**config.mk**
```make
export PLATFORM = sky130hd
export DESIGN_NAME = irq_polarity_norm
export DESIGN_NICKNAME = d
export VERILOG_FILES = /design/src/rtl/irqn_pkg.sv /design/src/rtl/irqn_regs.sv /design/src/rtl/irqn_lane.sv /design/src/rtl/irq_polarity_norm.sv
export SDC_FILE = /design/constraint.sdc
export NUM_CORES = 2
export LEC_CHECK = 0
export ABC_AREA = 0
export BUFFER_PORTS_ARGS = -buffer_cell sky130_fd_sc_hd__clkbuf_2
export CAP_MARGIN = 20
export CORE_MARGIN = 2
export CORE_UTILIZATION = 60
export CTS_CLUSTER_DIAMETER = 30
export DETAILED_ROUTE_END_ITERATION = 8
export PLACE_DENSITY = 0.79
export SETUP_SLACK_MARGIN = 0.3
export SLEW_MARGIN = 20
export SYNTH_ARGS = -nofsm -noshare
export SYNTH_HDL_FRONTEND = slang
export SYNTH_HIERARCHICAL = 1
export SYNTH_SLANG_ARGS = --single-unit
```
**constraint.sdc**
```tcl
create_clock -name clk -period 3.1 [get_ports clk]
set_input_delay 0 -clock clk [delete_from_list [all_inputs] [get_ports clk]]
set_output_delay 0 -clock clk [all_outputs]
set_load 0.01 [all_outputs]
```
**src/rtl/irqn_pkg.sv**
```systemverilog
package irqn_pkg;

  typedef enum logic [1:0] {
    TM_OFF,
    TM_LEVEL,
    TM_EDGE_ONE,
    TM_EDGE_ANY
  } trig_mode_e;

  typedef struct packed {
    trig_mode_e mode;
    logic       invert;
  } trig_ctl_t;

  localparam logic [2:0] CODE_LVL_LO = 3'b000;
  localparam logic [2:0] CODE_FALL   = 3'b010;
  localparam logic [2:0] CODE_LVL_HI = 3'b100;
  localparam logic [2:0] CODE_RISE   = 3'b110;
  localparam logic [2:0] CODE_BOTH   = 3'b111;

  function automatic trig_ctl_t decode_trig(input logic [2:0] code);
    trig_ctl_t c;
    case (code)
      CODE_LVL_LO: c = '{mode: TM_LEVEL,    invert: 1'b1};
      CODE_FALL:   c = '{mode: TM_EDGE_ONE, invert: 1'b1};
      CODE_LVL_HI: c = '{mode: TM_LEVEL,    invert: 1'b0};
      CODE_RISE:   c = '{mode: TM_EDGE_ONE, invert: 1'b0};
      CODE_BOTH:   c = '{mode: TM_EDGE_ANY, invert: 1'b0};
      default:     c = '{mode: TM_OFF,      invert: 1'b0};
    endcase
    return c;
  endfunction

endpackage

```
**src/rtl/irqn_regs.sv**
```systemverilog
module irqn_regs #(
  parameter int NUM_PINS = 126,
  parameter int ADDR_W   = 12,
  parameter int DATA_W   = 32,
  parameter int EN_BASE  = 'h10,
  parameter int CFG_BASE = 'h110
) (
  input  logic                  clk,
  input  logic                  rst_n,
  input  logic                  reg_wr,
  input  logic                  reg_rd,
  input  logic [ADDR_W-1:0]     reg_addr,
  input  logic [DATA_W-1:0]     reg_wdata,
  output logic [DATA_W-1:0]     reg_rdata,
  output logic                  reg_rvalid,
  output logic [NUM_PINS-1:0]   en_o,
  output logic [NUM_PINS*3-1:0] cfg_o,
  output logic [NUM_PINS-1:0]   cfg_chg_o
);

  localparam int NUM_WORDS = (NUM_PINS + DATA_W - 1) / DATA_W;
  localparam int SEL_W     = ADDR_W - 2;
  localparam logic [ADDR_W-1:0] EN_LO  = ADDR_W'(EN_BASE);
  localparam logic [ADDR_W-1:0] EN_HI  = ADDR_W'(EN_BASE + 4 * NUM_WORDS);
  localparam logic [ADDR_W-1:0] CFG_LO = ADDR_W'(CFG_BASE);
  localparam logic [ADDR_W-1:0] CFG_HI = ADDR_W'(CFG_BASE + 4 * NUM_PINS);

  logic [NUM_PINS-1:0]      en_q;
  logic [NUM_PINS-1:0][2:0] cfg_q;
  logic [NUM_PINS-1:0]      chg_q;

  logic              aligned, en_hit, cfg_hit;
  logic [ADDR_W-1:0] en_off, cfg_off;
  logic [SEL_W-1:0]  en_sel, cfg_sel;
  logic [DATA_W-1:0] rd_word;

  always_comb begin
    aligned = (reg_addr[1:0] == 2'b00);
    en_hit  = aligned && (reg_addr >= EN_LO) && (reg_addr < EN_HI);
    cfg_hit = aligned && (reg_addr >= CFG_LO) && (reg_addr < CFG_HI);
    en_off  = reg_addr - EN_LO;
    cfg_off = reg_addr - CFG_LO;
    en_sel  = en_off[ADDR_W-1:2];
    cfg_sel = cfg_off[ADDR_W-1:2];
  end

  for (genvar p = 0; p < NUM_PINS; p++) begin : g_pin
    localparam logic [SEL_W-1:0] WSEL = SEL_W'(p / DATA_W);
    localparam logic [SEL_W-1:0] PSEL = SEL_W'(p);
    localparam int               BIT  = p % DATA_W;

    logic en_wr, cfg_wr;
    assign en_wr  = reg_wr && en_hit && (en_sel == WSEL);
    assign cfg_wr = reg_wr && cfg_hit && (cfg_sel == PSEL);

    always_ff @(posedge clk or negedge rst_n) begin
      if (!rst_n) begin
        en_q[p]  <= 1'b0;
        cfg_q[p] <= 3'b000;
        chg_q[p] <= 1'b0;
      end else begin
        if (en_wr)  en_q[p]  <= reg_wdata[BIT];
        if (cfg_wr) cfg_q[p] <= reg_wdata[2:0];
        chg_q[p] <= cfg_wr;
      end
    end

    // Enable bits of other words are untouched by this write
    assert_en_isolated_R3: assert property (@(posedge clk) disable iff (!rst_n)
      !(reg_wr && en_hit && (en_sel == WSEL)) |=> $stable(en_q[p]));
  end

  always_comb begin
    rd_word = '0;
    if (en_hit) begin
      for (int p = 0; p < NUM_PINS; p++) begin
        if (en_sel == SEL_W'(p / DATA_W)) rd_word[p % DATA_W] = en_q[p];
      end
    end else if (cfg_hit) begin
      for (int p = 0; p < NUM_PINS; p++) begin
        if (cfg_sel == SEL_W'(p)) rd_word[2:0] = cfg_q[p];
      end
    end
  end

  always_ff @(posedge clk or negedge rst_n) begin
    if (!rst_n) begin
      reg_rdata  <= '0;
      reg_rvalid <= 1'b0;
    end else begin
      reg_rvalid <= reg_rd;
      reg_rdata  <= reg_rd ? rd_word : '0;
    end
  end

  assign en_o      = en_q;
  assign cfg_o     = cfg_q;
  assign cfg_chg_o = chg_q;

  assert_unmapped_zero_R13: assert property (@(posedge clk) disable iff (!rst_n)
    (reg_rd && !en_hit && !cfg_hit) |=> (reg_rvalid && reg_rdata == '0));

  assert_cfg_upper_zero_R4: assert property (@(posedge clk) disable iff (!rst_n)
    (reg_rd && cfg_hit) |=> (reg_rdata[DATA_W-1:3] == '0));

endmodule

```
**src/rtl/irqn_lane.sv**
```systemverilog
module irqn_lane
  import irqn_pkg::*;
(
  input  logic       clk,
  input  logic       rst_n,
  input  logic       pin_raw,
  input  logic       en,
  input  logic [2:0] cfg,
  input  logic       cfg_changed,
  output logic       irq_out
);

  logic      sync1_q, sync2_q, prev_q;
  logic      pol, out_d;
  trig_ctl_t ctl;

  assign ctl = decode_trig(cfg);
  assign pol = sync2_q ^ ctl.invert;

  always_comb begin
    case (ctl.mode)
      TM_LEVEL:    out_d = pol;
      TM_EDGE_ONE: out_d = pol & ~prev_q & ~cfg_changed;
      TM_EDGE_ANY: out_d = (pol ^ prev_q) & ~cfg_changed;
      default:     out_d = 1'b0;
    endcase
    out_d = out_d & en;
  end

  always_ff @(posedge clk or negedge rst_n) begin
    if (!rst_n) begin
      sync1_q <= 1'b0;
      sync2_q <= 1'b0;
      prev_q  <= 1'b0;
      irq_out <= 1'b0;
    end else begin
      sync1_q <= pin_raw;
      sync2_q <= sync1_q;
      prev_q  <= pol;
      irq_out <= out_d;
    end
  end

  assert_disabled_quiet_R10: assert property (@(posedge clk) disable iff (!rst_n)
    !en |=> !irq_out);

  assert_bad_code_quiet_R11: assert property (@(posedge clk) disable iff (!rst_n)
    (ctl.mode == TM_OFF) |=> !irq_out);

  // Single-edge pulses last one cycle
  assert_pulse_width_R7: assert property (@(posedge clk) disable iff (!rst_n)
    (irq_out && ctl.mode == TM_EDGE_ONE) |=> !irq_out);

endmodule

```
**src/rtl/irq_polarity_norm.sv**
```systemverilog
module irq_polarity_norm #(
  parameter int NUM_PINS = 126,
  parameter int ADDR_W   = 12
) (
  input  logic                clk,
  input  logic                rst_n,
  input  logic [NUM_PINS-1:0] pin_in,
  input  logic                reg_wr,
  input  logic                reg_rd,
  input  logic [ADDR_W-1:0]   reg_addr,
  input  logic [31:0]         reg_wdata,
  output logic [31:0]         reg_rdata,
  output logic                reg_rvalid,
  output logic [NUM_PINS-1:0] irq_out
);

  logic [NUM_PINS-1:0]   en_w;
  logic [NUM_PINS*3-1:0] cfg_w;
  logic [NUM_PINS-1:0]   chg_w;

  irqn_regs #(
    .NUM_PINS (NUM_PINS),
    .ADDR_W   (ADDR_W),
    .DATA_W   (32),
    .EN_BASE  ('h10),
    .CFG_BASE ('h110)
  ) u_regs (
    .clk        (clk),
    .rst_n      (rst_n),
    .reg_wr     (reg_wr),
    .reg_rd     (reg_rd),
    .reg_addr   (reg_addr),
    .reg_wdata  (reg_wdata),
    .reg_rdata  (reg_rdata),
    .reg_rvalid (reg_rvalid),
    .en_o       (en_w),
    .cfg_o      (cfg_w),
    .cfg_chg_o  (chg_w)
  );

  for (genvar p = 0; p < NUM_PINS; p++) begin : g_lane
    irqn_lane u_lane (
      .clk         (clk),
      .rst_n       (rst_n),
      .pin_raw     (pin_in[p]),
      .en          (en_w[p]),
      .cfg         (cfg_w[p*3 +: 3]),
      .cfg_changed (chg_w[p]),
      .irq_out     (irq_out[p])
    );
  end

endmodule

```
Yosys cells after proc, flatten, opt, wreduce, memory -nomap -nowiden
Index checks and enable logic that the tools add are counted.
{"block": "word_totals", "regBits": 1167, "elab_cells": 3681}
{"block": "classes", "bitwise_logic": 1008, "mux": 508, "order_cmp": 4, "eq_ne": 1010, "reduce_logical": 265, "n_addsub": 2}
{"cell": "case mux 3 bit (5 select lines)", "count": 126}
{"cell": "== test 3 bit, second input constant", "count": 378}
{"cell": "== test 10 x 7 -> 1 bit, second input constant", "count": 62}
{"cell": "bitwise AND 1 bit", "count": 504}
{"cell": "== test 2 bit, second input constant", "count": 252}
{"cell": "2-to-1 mux 3 bit", "count": 128}
{"cell": "== test 3 x 2 -> 1 bit, second input constant", "count": 126}
{"cell": "logical NOT 3 bit", "count": 126}
{"cell": "case mux 1 bit (3 select lines)", "count": 126}
{"cell": "== test 10 x 6 -> 1 bit, second input constant", "count": 32}
{"cell": "== test 2 x 1 -> 1 bit, second input constant", "count": 126}
{"cell": "NOT 1 bit", "count": 252}
{"cell": "XOR 1 bit", "count": 252}
{"cell": "== test 10 x 5 -> 1 bit, second input constant", "count": 16}
{"cell": "logical AND 1 bit", "count": 136}
{"cell": "2-to-1 mux 1 bit", "count": 126}
{"cell": "== test 10 x 4 -> 1 bit, second input constant", "count": 8}
{"cell": "== test 10 x 2 -> 1 bit, second input constant", "count": 4}
{"cell": "== test 10 x 3 -> 1 bit, second input constant", "count": 4}
{"cell": "2-to-1 mux 32 bit", "count": 1}
{"cell": "2-to-1 mux 29 bit", "count": 1}
{"cell": "== test 10 x 1 -> 1 bit, second input constant", "count": 2}
{"cell": "logical NOT 10 bit", "count": 2}
{"cell": "greater-or-equal comparator 12 x 5 -> 1 bit, second input constant", "count": 1}
{"cell": "other kinds (6)", "count": 6}

Longest topological paths before layout
{"block": "logic_depth", "word_depth": 131, "ltp_mapped": 15, "ltp_nobuf": 11}

Hierarchy
The synthesis kept the hierarchy.
{"module": "irqn_regs", "area_each_um2": 28479.8, "cells_per_inst": 2210, "seq_area_each_um2": 16590.9, "n_inst": 1}
{"module": "irqn_lane", "area_each_um2": 172.7, "cells_per_inst": 15, "seq_area_each_um2": 100.1, "n_inst": 126}

Worst setup path after synthesis
Ideal clock, no wire load.
{"block": "synth_timing", "path_type": "in2reg", "startpoint": "input port reg_addr[7]", "endpoint": "register u_regs.reg_rdata[1]", "arrival_ps": 2749, "cell_stages": 12, "path_buffers": 1, "t_required_ps": 2974, "setup_slack_ps": 225, "path_cell_list": "nor4_4 mux2i_1 buf_2 a21boi_1 a22oi_1 nand2_1 a2111oi_1 a41oi_1 a2111oi_2 nand2_1 a31o_1 a221o_1"}
{"block": "synth_between", "elab_chain_len": 131, "elab_cells_between_ends": 273, "cone_classes": "add/sub (2); order compare (4); eq/ne (128); mux (133); reduce/logical (6)"}
{"element": "from (decl)", "line_no": "irq_polarity_norm.sv:10", "source": "input logic [ADDR_W-1:0] reg_addr,"}
{"element": "subtractor 12 x 9 -> 12 bit", "line_no": "irqn_regs.sv:42", "source": "cfg_off = reg_addr - CFG_LO;"}
{"element": "logical NOT 10 bit", "line_no": "irqn_regs.sv:81", "source": "if (cfg_sel == SEL_W'(p)) rd_word[2:0] = cfg_q[p];"}
{"element": "2-to-1 mux 3 bit (126 in series)", "line_no": "irqn_regs.sv:81"}
{"element": "2-to-1 mux 3 bit", "line_no": "irqn_regs.sv:79", "source": "end else if (cfg_hit) begin"}
{"element": "2-to-1 mux 3 bit *", "line_no": "irqn_regs.sv:75", "source": "if (en_hit) begin"}
{"element": "2-to-1 mux 32 bit *", "line_no": "irqn_regs.sv:92", "source": "reg_rdata <= reg_rd ? rd_word : '0;"}
{"element": "to (signal assigned)", "line_no": "irqn_regs.sv:92"}
{"element": "to (decl)", "line_no": "irqn_regs.sv:14", "source": "output logic [DATA_W-1:0] reg_rdata,"}
Mark *: on every way between the ends. The rest lies on a longest branch, timed or not.
A chain may end at the register's enable or synchronous reset.

Worst setup path in the final report
{"block": "layout_timing", "startpoint": "register u_regs.cfg_q (netlist bit u_regs/cfg_o[43])", "endpoint": "register u_regs.reg_rdata[1]"}
{"block": "layout_between", "elab_chain_len": 115}
{"element": "from (decl)", "line_no": "irqn_regs.sv:29", "source": "logic [NUM_PINS-1:0][2:0] cfg_q;"}
{"element": "from (signal, indexed assignment)", "line_no": "irqn_regs.sv:63", "source": "if (cfg_wr) cfg_q[p] <= reg_wdata[2:0];"}
{"element": "2-to-1 mux 3 bit (112 in series)", "line_no": "irqn_regs.sv:81"}
{"element": "2-to-1 mux 3 bit", "line_no": "irqn_regs.sv:79"}
{"element": "2-to-1 mux 3 bit", "line_no": "irqn_regs.sv:75"}
{"element": "2-to-1 mux 32 bit", "line_no": "irqn_regs.sv:92"}
No other way between the ends.

==> flow_metrics.env <==
export IMPL_place_ws_ns=-0.3779
export IMPL_drv_cap=0
export IMPL_p_per_area_mw_per_mm2=621.5
export IMPL_gr_usage_met1=0.5489
export IMPL_ant_nets=0
export IMPL_io_buffers=332
export IMPL_antenna_found_initial=13
export IMPL_cp_start_kind="register"
export IMPL_rows=106
export IMPL_area_delta_synth_final_pct=31.74
export IMPL_synthArstFlopShare=1.000
export IMPL_hp_class="in2reg"
export IMPL_root_buffer="clkbuf_16"
export IMPL_finalCriticalPeriod_ns=2.723
export IMPL_ioPinCount=333
export IMPL_syn_area_mm2=0.05024
export IMPL_grt_use_total=0.4683
export IMPL_synth_edf_count=0
export IMPL_rsz0062_at_grt="true"
export IMPL_layout_drive_gt1_share=0.3127
export IMPL_place_gp_congestion=1.082
export IMPL_clkSinkCount=1167
export IMPL_fp_dieArea_mm2=0.08606
export IMPL_clockBufferDepth=3
export IMPL_cts_buffers_inserted=199
export IMPL_status="completed"
export IMPL_maxSlewViolCount=0
export IMPL_power_leakage_nw=33.66
export IMPL_grt_pass1_wl_um=290700
export IMPL_via_count=41552
export IMPL_worstMarginPinSlew_ns=1.087
export IMPL_grt_max_degree=103
export IMPL_wire_per_inst_um=31.43
export IMPL_cp_max_fo=4
export IMPL_relSlewSlack=0.2751
export IMPL_nets=5471
export IMPL_grt_pass1_vias=44164
export IMPL_die_y_um=293.4
export IMPL_postRouteWirelength_um=202000
export IMPL_viasPerCell=6.466
export IMPL_fillCellCount=4473
export IMPL_fmax_mhz=367.3
export IMPL_avgSynthCellArea_um2=12.25
export IMPL_yosys_warnings=6
export IMPL_synth_net_count=4400
export IMPL_initial_utilization=0.6031
export IMPL_hold_viol=0
export IMPL_use_met2=0.7401
export IMPL_fin_skew_ns=0.06345
export IMPL_whs_ns=0.01393
export IMPL_drt_iter0_drc=5185
export IMPL_cts_tree="yes"
export IMPL_crit_type="reg2reg"
export IMPL_final_setup_worst_slack_ns=0.3772
export IMPL_cts_max_level=4
export IMPL_drc=0
export IMPL_synthDistinctLibCells=77
export IMPL_place_hpwl_um=123400
export IMPL_ys_seq_area_frac=0.5813
export IMPL_die_w_um=293.4
export IMPL_ys_seq_elements=1167
export IMPL_period_share=0.8783
export IMPL_path_clk_slew_ns=0.06
export IMPL_fp_coreArea_mm2=0.08329
export IMPL_end_kind="register"
export IMPL_gr_total_overflow=0
export IMPL_finalSetupViolations=0
export IMPL_drt_first_pass_iters=7
export IMPL_synthCells=4100
export IMPL_cp_required_ns=3.78
export IMPL_grtUsageMet3=0.1448
export IMPL_arrival_ns=3.40
export IMPL_synth_flop_cell="dfrtp_1"
export IMPL_ir_worst_vdd_mv=0.6490
export IMPL_clk_latency_ns=0.84
export IMPL_grt_busiest_layer="met2"
==> cell families after synthesis <==
group | count (synthesis) | synth area share
DFF | 1167 | 0.5813
and+or+nand+nor | 935 | 0.08882
AOI/OAI and AO/OA | 656 | 0.09238
muxes | 557 | 0.1311
buffers and inverters | 407 | 0.03103
xor gates and xnor gates | 252 | 0.04394
adders and majority gates | 126 | 0.03138
==> metal layers <==
metal  wire, µm  part of all wire
met1      69280              0.34
met2      93720              0.46
met3      22220              0.11
met4      16630             0.082
met5        100           0.00050
==> cells in the mapped netlist (all sizes together) (30+ instances only) <==
| master | instances | area, µm² |
|---|---|---|
| a21oi | 72 | 367.9 |
| a22oi | 40 | 300.3 |
| and3 | 30 | 187.7 |
| buf | 38 | 173.9 |
| clkbuf | 112 | 420.4 |
| dfrtp | 1167 | 29200 |
| ha | 126 | 1577 |
| inv | 256 | 960.9 |
| mux2 | 509 | 5732 |
| mux4 | 30 | 675.7 |
| nand2 | 87 | 326.6 |
| nor2 | 465 | 1745 |
| nor3 | 149 | 745.7 |
| nor3b | 128 | 960.9 |
| o211a | 127 | 1271 |
| o21ai | 215 | 1076 |
| o22ai | 36 | 225.2 |
| xor2 | 252 | 2207 |
==> layout make-up <==
cell class / count / area (µm²) / share of cell area
Timing Repair Buffer: 1020 / 7961 / 0.1203
Multi-Input combinational cell: 2526 / 19590 / 0.2960
Clock inverter: 138 / 1730 / 0.02615
Sequential cell: 1167 / 29210 / 0.4413
Antenna cell: 3 / 7.507 / 0.0001134
Tap cell: 1080 / 1351 / 0.02042
Clock buffer: 235 / 5369 / 0.08113
Inverter: 257 / 964.7 / 0.01458
==> registers in the layout, summed over array words and instances (netlist names) <==
| name | cells |
|---|---|
| g_lane.u_lane/prev_q | 126 |
| g_lane.u_lane/sync1_q | 126 |
| u_regs/reg_rvalid | 1 |
| u_regs/cfg_chg_o | 126 |
| g_lane.u_lane/sync2_q | 126 |
| u_regs/cfg_o | 378 |
| u_regs/reg_rdata | 32 |
| u_regs/en_o | 126 |
| g_lane.u_lane/irq_out | 126 |
==> per-stage QoR <==
step                std cells    util  TNS (ns)  total power, mW  instance area (µm²)
finish                   6426  0.7946         0            41.13                66180
global route             6423  0.7945         0            41.97                66170
CTS                      6421  0.7939         0            40.63                66120
detailed placement       5759  0.6732   -0.7891            17.51                56070
global placement         5759  0.6732   -0.7012            17.45                56070
floorplan                4100       -         0            16.49                50250
==> layout by cell type, fill, tap and decap left out, types with 17 or more instances in the layout <==
cell type | synthesis | layout
mux2i_1 | 18 | 17
mux2_2 | 509 | 509
dfrtp_1 | 1167 | 1163
xor2_1 | 252 | 252
and3_1 | 30 | 29
o211a_1 | 127 | 127
a21oi_1 | 70 | 69
clkbuf_16 | 0 | 202
nor2_1 | 465 | 464
nand3_1 | 20 | 19
dlygate4sd3_1 | 0 | 288
buf_4 | 1 | 371
clkinv_4 | 0 | 23
nor3b_1 | 128 | 128
o21ai_0 | 206 | 202
clkbuf_8 | 0 | 19
inv_6 | 0 | 29
nand2_1 | 87 | 84
bufinv_16 | 0 | 25
o22ai_1 | 36 | 36
clkbuf_2 | 0 | 327
a22oi_1 | 40 | 39
ha_1 | 126 | 126
a221oi_1 | 21 | 20
mux4_2 | 30 | 30
clkinv_2 | 0 | 22
clkinvlp_4 | 0 | 27
inv_1 | 256 | 256
nor3_1 | 149 | 148
buf_12 | 0 | 29
==> worst max-delay path: stages (launching register included) <==
cell and delay [ns]:
dfrtp_2 0.47, mux2i_4 0.26, a211oi_2 0.09, a221o_1 0.28, a22oi_2 0.21, nand4_1 0.17, and3_1 0.20, o31ai_2 0.27
nand2_1 0.11, a31o_1 0.20, a221o_1 0.30
==> what timing repair did <==
| action | CTS | global route |
|---|---|---|
| resized for setup | 8 | 10 |
| hold endpoints to repair | 1495 | 0 |
| pin swaps | 0 | 8 |
| buffers inserted | 0 | 2 |
| cloned | 0 | 0 |
| hold buffers | 289 | 0 |
| setup endpoints to repair | 1 | 4 |
==> power by group <==
group          leakage [nW]  switching [mW]  internal [mW]  total [mW]
Clock                  3.41            8.70           14.7        23.4
Combinational          14.8            1.24          0.793        2.03
Sequential             15.4           0.205           15.5        15.7
Total                  33.7            10.1           31.0        41.1
==> path summary, 6_finish.rpt <==
kind                            slack [ns]  depth (start not counted)                       from                         to
worst max-delay path                  0.38                         10           u_regs/cfg_o[43]        u_regs/reg_rdata[1]
worst min-delay path                  0.01                          2               reg_wdata[2]          u_regs/cfg_o[200]
worst max register to register        0.38                         10           u_regs/cfg_o[43]        u_regs/reg_rdata[1]
worst min register to register        0.34                          0  g_lane[19].u_lane/sync1_q  g_lane[19].u_lane/sync2_q
max in group asynchronous             2.26                          3                      rst_n          u_regs/cfg_o[277]
min in group asynchronous             0.12                          3                      rst_n  g_lane[22].u_lane/irq_out
No activity file was read; power rests on OpenSTA's default activity.
